### config.mk
export PLATFORM = sky130hd
export DESIGN_NAME = i2c_start_gen
export DESIGN_NICKNAME = d
export VERILOG_FILES = /design/src/rtl/i2c_start_pkg.sv /design/src/rtl/i2c_line_sync.sv /design/src/rtl/i2c_baud_counter.sv /design/src/rtl/i2c_start_seq.sv /design/src/rtl/i2c_start_gen.sv
export SDC_FILE = /design/constraint.sdc
export NUM_CORES = 1
export LEC_CHECK = 0
export ABC_CLOCK_PERIOD_IN_PS = 4810
export BUFFER_PORTS_ARGS = -buffer_cell sky130_fd_sc_hd__buf_2
export CAP_MARGIN = 10
export CORE_MARGIN = 3
export CORE_UTILIZATION = 50
export CTS_CLUSTER_DIAMETER = 120
export DETAILED_ROUTE_END_ITERATION = 6
export PLACE_DENSITY = 0.73
export SLEW_MARGIN = 25
export SYNTH_ARGS = -nofsm -noshare
export SYNTH_HDL_FRONTEND = slang
export SYNTH_SLANG_ARGS = --single-unit
### constraint.sdc
create_clock -name clk -period 4.81 [get_ports clk]
set_input_delay 0.962 -clock clk [delete_from_list [all_inputs] [get_ports clk]]
set_output_delay 0.962 -clock clk [all_outputs]
set_load 0.01 [all_outputs]
### src/rtl/i2c_start_pkg.sv
package i2c_start_pkg;

    typedef enum logic [1:0] {
        SEQ_IDLE    = 2'd0,
        SEQ_SETUP   = 2'd1,
        SEQ_HOLDOFF = 2'd2,
        SEQ_DONE    = 2'd3
    } seq_state_t;

endpackage

### src/rtl/i2c_line_sync.sv
module i2c_line_sync #(
    parameter int STAGES    = 2,
    parameter bit IDLE_LVL  = 1'b1
) (
    input  logic clk,
    input  logic rst,
    input  logic line_raw,
    output logic line_sync
);
    logic [STAGES-1:0] chain_q;

    generate
        for (genvar g = 0; g < STAGES; g++) begin : g_stage
            if (g == 0) begin : g_first
                always_ff @(posedge clk) begin
                    if (rst) chain_q[0] <= IDLE_LVL;
                    else     chain_q[0] <= line_raw;
                end
            end else begin : g_next
                always_ff @(posedge clk) begin
                    if (rst) chain_q[g] <= IDLE_LVL;
                    else     chain_q[g] <= chain_q[g-1];
                end
            end
        end
    endgenerate

    assign line_sync = chain_q[STAGES-1];
endmodule

### src/rtl/i2c_baud_counter.sv
module i2c_baud_counter #(
    parameter int CNT_W = 7
) (
    input  logic             clk,
    input  logic             rst,
    input  logic             load_req,
    input  logic             arb_en,
    input  logic             scl_high,
    input  logic [CNT_W-1:0] reload_val,
    output logic             timeout
);
    logic [CNT_W-1:0] cnt_q;
    logic             wait_scl_q;

    always_ff @(posedge clk) begin
        if (rst) begin
            cnt_q      <= '0;
            wait_scl_q <= 1'b0;
        end else if (load_req) begin
            cnt_q      <= reload_val;
            wait_scl_q <= 1'b0;
        end else if (arb_en && !scl_high) begin
            wait_scl_q <= 1'b1;
        end else if (wait_scl_q && scl_high) begin
            cnt_q      <= reload_val;
            wait_scl_q <= 1'b0;
        end else if (cnt_q != '0) begin
            cnt_q <= cnt_q - 1'b1;
        end
    end

    assign timeout = (cnt_q == '0) && !wait_scl_q;
endmodule

### src/rtl/i2c_start_seq.sv
module i2c_start_seq
    import i2c_start_pkg::*;
(
    input  logic clk,
    input  logic rst,
    input  logic start_set,
    input  logic sda_high,
    input  logic scl_high,
    input  logic timeout,
    output logic load_req,
    output logic arb_en,
    output logic sda_drv,
    output logic scl_drv,
    output logic start_en,
    output logic start_seen,
    output logic bus_coll
);
    seq_state_t state_q, state_d;
    logic       lines_free;
    logic       ev_accept, ev_reject, ev_fall, ev_abort, ev_finish;

    assign lines_free = sda_high && scl_high;

    always_comb begin
        ev_accept = 1'b0;
        ev_reject = 1'b0;
        ev_fall   = 1'b0;
        ev_abort  = 1'b0;
        ev_finish = 1'b0;
        state_d   = state_q;
        unique case (state_q)
            SEQ_IDLE: begin
                if (start_set) begin
                    if (lines_free) begin
                        ev_accept = 1'b1;
                        state_d   = SEQ_SETUP;
                    end else begin
                        ev_reject = 1'b1;
                    end
                end
            end
            SEQ_SETUP: begin
                if (timeout) begin
                    if (lines_free) begin
                        ev_fall = 1'b1;
                        state_d = SEQ_HOLDOFF;
                    end else begin
                        ev_abort = 1'b1;
                        state_d  = SEQ_IDLE;
                    end
                end
            end
            SEQ_HOLDOFF: begin
                if (timeout) begin
                    ev_finish = 1'b1;
                    state_d   = SEQ_DONE;
                end
            end
            SEQ_DONE: state_d = SEQ_DONE;
            default:  state_d = SEQ_IDLE;
        endcase
    end

    always_ff @(posedge clk) begin
        if (rst) state_q <= SEQ_IDLE;
        else     state_q <= state_d;
    end

    always_ff @(posedge clk) begin
        if (rst) begin
            sda_drv    <= 1'b0;
            start_en   <= 1'b0;
            start_seen <= 1'b0;
            bus_coll   <= 1'b0;
        end else begin
            if (ev_accept) begin
                start_en   <= 1'b1;
                start_seen <= 1'b0;
                bus_coll   <= 1'b0;
            end
            if (ev_reject) begin
                bus_coll <= 1'b1;
                start_en <= 1'b0;
            end
            if (ev_fall) begin
                sda_drv    <= 1'b1;
                start_seen <= 1'b1;
            end
            if (ev_abort) begin
                bus_coll <= 1'b1;
                start_en <= 1'b0;
                sda_drv  <= 1'b0;
            end
            if (ev_finish) begin
                start_en <= 1'b0;
            end
        end
    end

    assign load_req = ev_accept || ev_fall;
    assign arb_en   = (state_q == SEQ_HOLDOFF);
    assign scl_drv  = 1'b0;
endmodule

### src/rtl/i2c_start_gen.sv
module i2c_start_gen #(
    parameter int CFG_W       = 8,
    parameter int RELOAD_W    = 7,
    parameter int SYNC_STAGES = 2
) (
    input  logic             clk,
    input  logic             rst,
    input  logic [CFG_W-1:0] reload_cfg,
    input  logic             start_set,
    input  logic             sda_in,
    input  logic             scl_in,
    output logic             sda_drive_low,
    output logic             scl_drive_low,
    output logic             start_en,
    output logic             start_seen,
    output logic             bus_coll
);
    localparam int USED_W = (RELOAD_W < CFG_W) ? RELOAD_W : CFG_W;

    logic                sda_s, scl_s;
    logic                load_req, arb_en, timeout;
    logic [USED_W-1:0]   reload_val;

    assign reload_val = reload_cfg[USED_W-1:0];

    i2c_line_sync #(.STAGES(SYNC_STAGES), .IDLE_LVL(1'b1)) u_sync_sda (
        .clk(clk), .rst(rst), .line_raw(sda_in), .line_sync(sda_s)
    );

    i2c_line_sync #(.STAGES(SYNC_STAGES), .IDLE_LVL(1'b1)) u_sync_scl (
        .clk(clk), .rst(rst), .line_raw(scl_in), .line_sync(scl_s)
    );

    i2c_baud_counter #(.CNT_W(USED_W)) u_baud (
        .clk(clk), .rst(rst), .load_req(load_req), .arb_en(arb_en),
        .scl_high(scl_s), .reload_val(reload_val), .timeout(timeout)
    );

    i2c_start_seq u_seq (
        .clk(clk), .rst(rst), .start_set(start_set),
        .sda_high(sda_s), .scl_high(scl_s), .timeout(timeout),
        .load_req(load_req), .arb_en(arb_en),
        .sda_drv(sda_drive_low), .scl_drv(scl_drive_low),
        .start_en(start_en), .start_seen(start_seen), .bus_coll(bus_coll)
    );
endmodule

==> results.toml <==
[global_routing]
gr-total-overflow = 0
grt_max_degree = 19
antenna_found_initial = 0
grt.total_usage_pct = 15.98
grt_pass1_wl_um = 2967
first_global_vias = 669

[logic_synthesis]
ys_seq_elements = 18
synth_fp_nets = 116
ys_warn_count = 0
syn_area_um2 = 932.1
ys_types = 41
synth_ff_type = "dfxtp_1"
seq_area_frac_synth_pct = 38.66
synth_area_per_cell_um2 = 9.139
synth_top_area_share_pct = 38.66
synth_edf_count = 0
synth_area_leaders = "dfxtp_1 39%, a21oi_1 8.1%, a211oi_1 4.8%"
synth_top_area_cell = "dfxtp_1"
postSynthCellCount = 102
synthArstFlopShare_pct = 0

[floorplanning]
placementRows = 14
start_util_pct = 57.22
die_w_um = 49.18
fp.dieArea_mm2 = 0.002418
coreArea_mm2 = 0.001629
ioPinCount = 18
die_y_um = 49.18

[sta]
clock.fmax_mhz = 562.3
fin_tns_setup_ns = 0
finalMaxSlewViolations = 0
worst_pin_slew_ns = 0.5543
period_needed_ns = 1.779
hold_viol = 0
worst_slack_ns = 3.031
timing.hold.ws_ns = 0.4139
fin_skew_ns = 0.01234
period_share_pct = 36.98
slew_headroom_pct = 62.97
rsz0062_at_grt = "false"
setup_violations = 0

[worst_setup_path]
crit_path_end_kind = "flip-flop"
crit_type = "flip-flop to flip-flop"
cp_data_arrival_time_ns = 1.95
crit_path_start_kind = "flip-flop"
critPathRequiredTime_ns = 4.98
r2r_slack_ns = 3.03
critPathMaxFanout = 5

[outcome]
status = "finished clean"

[pwr]
seqPwrFrac_pct = 41.7
power.leakage_nw = 0.4146
p_int_uw = 327.3
finalPower_uw = 522.3
ir_drop_mv = 0.2583
combPwrFrac_pct = 40.8
swShare_pct = 37.35
clkPwrFrac_pct = 17.6
p_sw_uw = 195.1
p_per_area_mw_per_mm2 = 495.8

[cts]
cts_tree = "yes"
htree_levels = 1
holdBufCountCts = 0
numCtsBuffers = 3
cts_sinks = 18
ctsRootBufferMaster = "clkbuf_4"
clk-insertion-delay-late_ns = 0.30
cts_buffer_depth = 2
clk_pin_slew_ns = 0.10
ctsResizeCount = 0
post_cts_buffers = 0

[layout]
drive_gt1_share_pct = 26.50
syn_to_final_growth_pct = 13.02
post-route-cell-area_mm2 = 0.001054
diodes = 0
num-nets-final = 132
final_common_cell = "dfxtp_1"
mostFrequentLayoutCells = "18 x dfxtp_1, 15 x a21oi_1, 15 x buf_2, 6 x a211oi_1, 5 x nor2_1"

[detailed_routing]
wirelength_um = 1831
drt_pass1_iterations = 4
ant_nets = 0
vias = 810
vias_per_cell = 5.745
remaining_drc_errors = 0
avgRoutedWirePerCell_um = 12.99
drt_iter0_drc = 14

[placement]
io_buffers = 15
dp_slack_ns = 2.734
gp_congestion = 0.8172
dp_hpwl_um = 1356
placed_area_mm2 = 0.001017

[flow_run]
max-cap-violations = 0

[min_path]
hold_path.class = "flip-flop to flip-flop"
## critical path, stage by stage (launching register included)
cell       delay (ns)
dfxtp_1          0.35
inv_1            0.08
ha_1             0.22
nor4b_2          0.39
nand2_1          0.13
a211oi_1         0.36
a2111oi_0        0.13
## flip-flops by register name, summed over array words and instances, names as in the netlist
name / count
u_baud.cnt_q: 7
u_baud.wait_scl_q: 1
u_seq.bus_coll: 1
u_seq.sda_drv: 1
u_seq.start_en: 1
u_seq.start_seen: 1
u_seq.state_q: 2
u_sync_scl.chain_q: 1
u_sync_scl.line_sync: 1
u_sync_sda.chain_q: 1
u_sync_sda.line_sync: 1
## synth_stat cells, types with 3 or more instances
library cell  instances
a211oi_1              6
a21oi_1              15
dfxtp_1              18
inv_1                 4
mux2i_1               3
nand2_1               4
nand4_1               3
nor2_1                5
or2_2                 4
## cell type report
cell class                 count  area [um^2]
clock buffer                   4        36.28
fill                         153        575.6
inverter                       4        15.01
multi-input combinational     76        536.8
sequential                    18        360.3
tap                           24        30.03
timing repair buffer          15        75.07
## per-stage QoR
stage	utilization, %	instances
floorplan	-	102
global placement	62.44	137
CTS	64.67	141
finish	64.67	141
detailed placement	62.44	137
global route	64.67	141
## power by group through the flow
stage / Clock [mW] / Sequential (mW) / Combinational, mW
finish: 0.0918 / 0.218 / 0.213
global route: 0.0990 / 0.222 / 0.240
CTS: 0.0949 / 0.217 / 0.213
detailed placement: 0 / 0.220 / 0.211
global placement: 0 / 0.219 / 0.207
floorplan: 0 / 0.213 / 0.175
## path summary, 6_finish.rpt
path	endpoint	start	cells after the start
worst max-delay path	u_seq.start_en	u_baud.cnt_q[1]	6
worst min-delay path	u_sync_scl.line_sync	u_sync_scl.chain_q[0]	1
worst max register to register	u_seq.start_en	u_baud.cnt_q[1]	6
worst min register to register	u_sync_scl.line_sync	u_sync_scl.chain_q[0]	1
## metal layers
metal | GRT usage (%) | up-vias | routed length [um]
met4 | 5.687 | 0 | 27
met2 | 24.11 | 40 | 785
met5 | 0 | - | 0
met3 | 5.505 | 5 | 203
li1 | - | 412 | -
met1 | 20.90 | 353 | 814
## cell families after synthesis
logic type	synth area share [%]
and+or+nand+nor	29.40
AOI/OAI and AO/OA	21.34
DFF	38.66
buffers and inverters	3.758
muxes	3.222
xor gates and xnor gates	1.880
adders and majority gates	1.342
other	0.4023
Note: power is estimated with default switching activity, not from simulation.
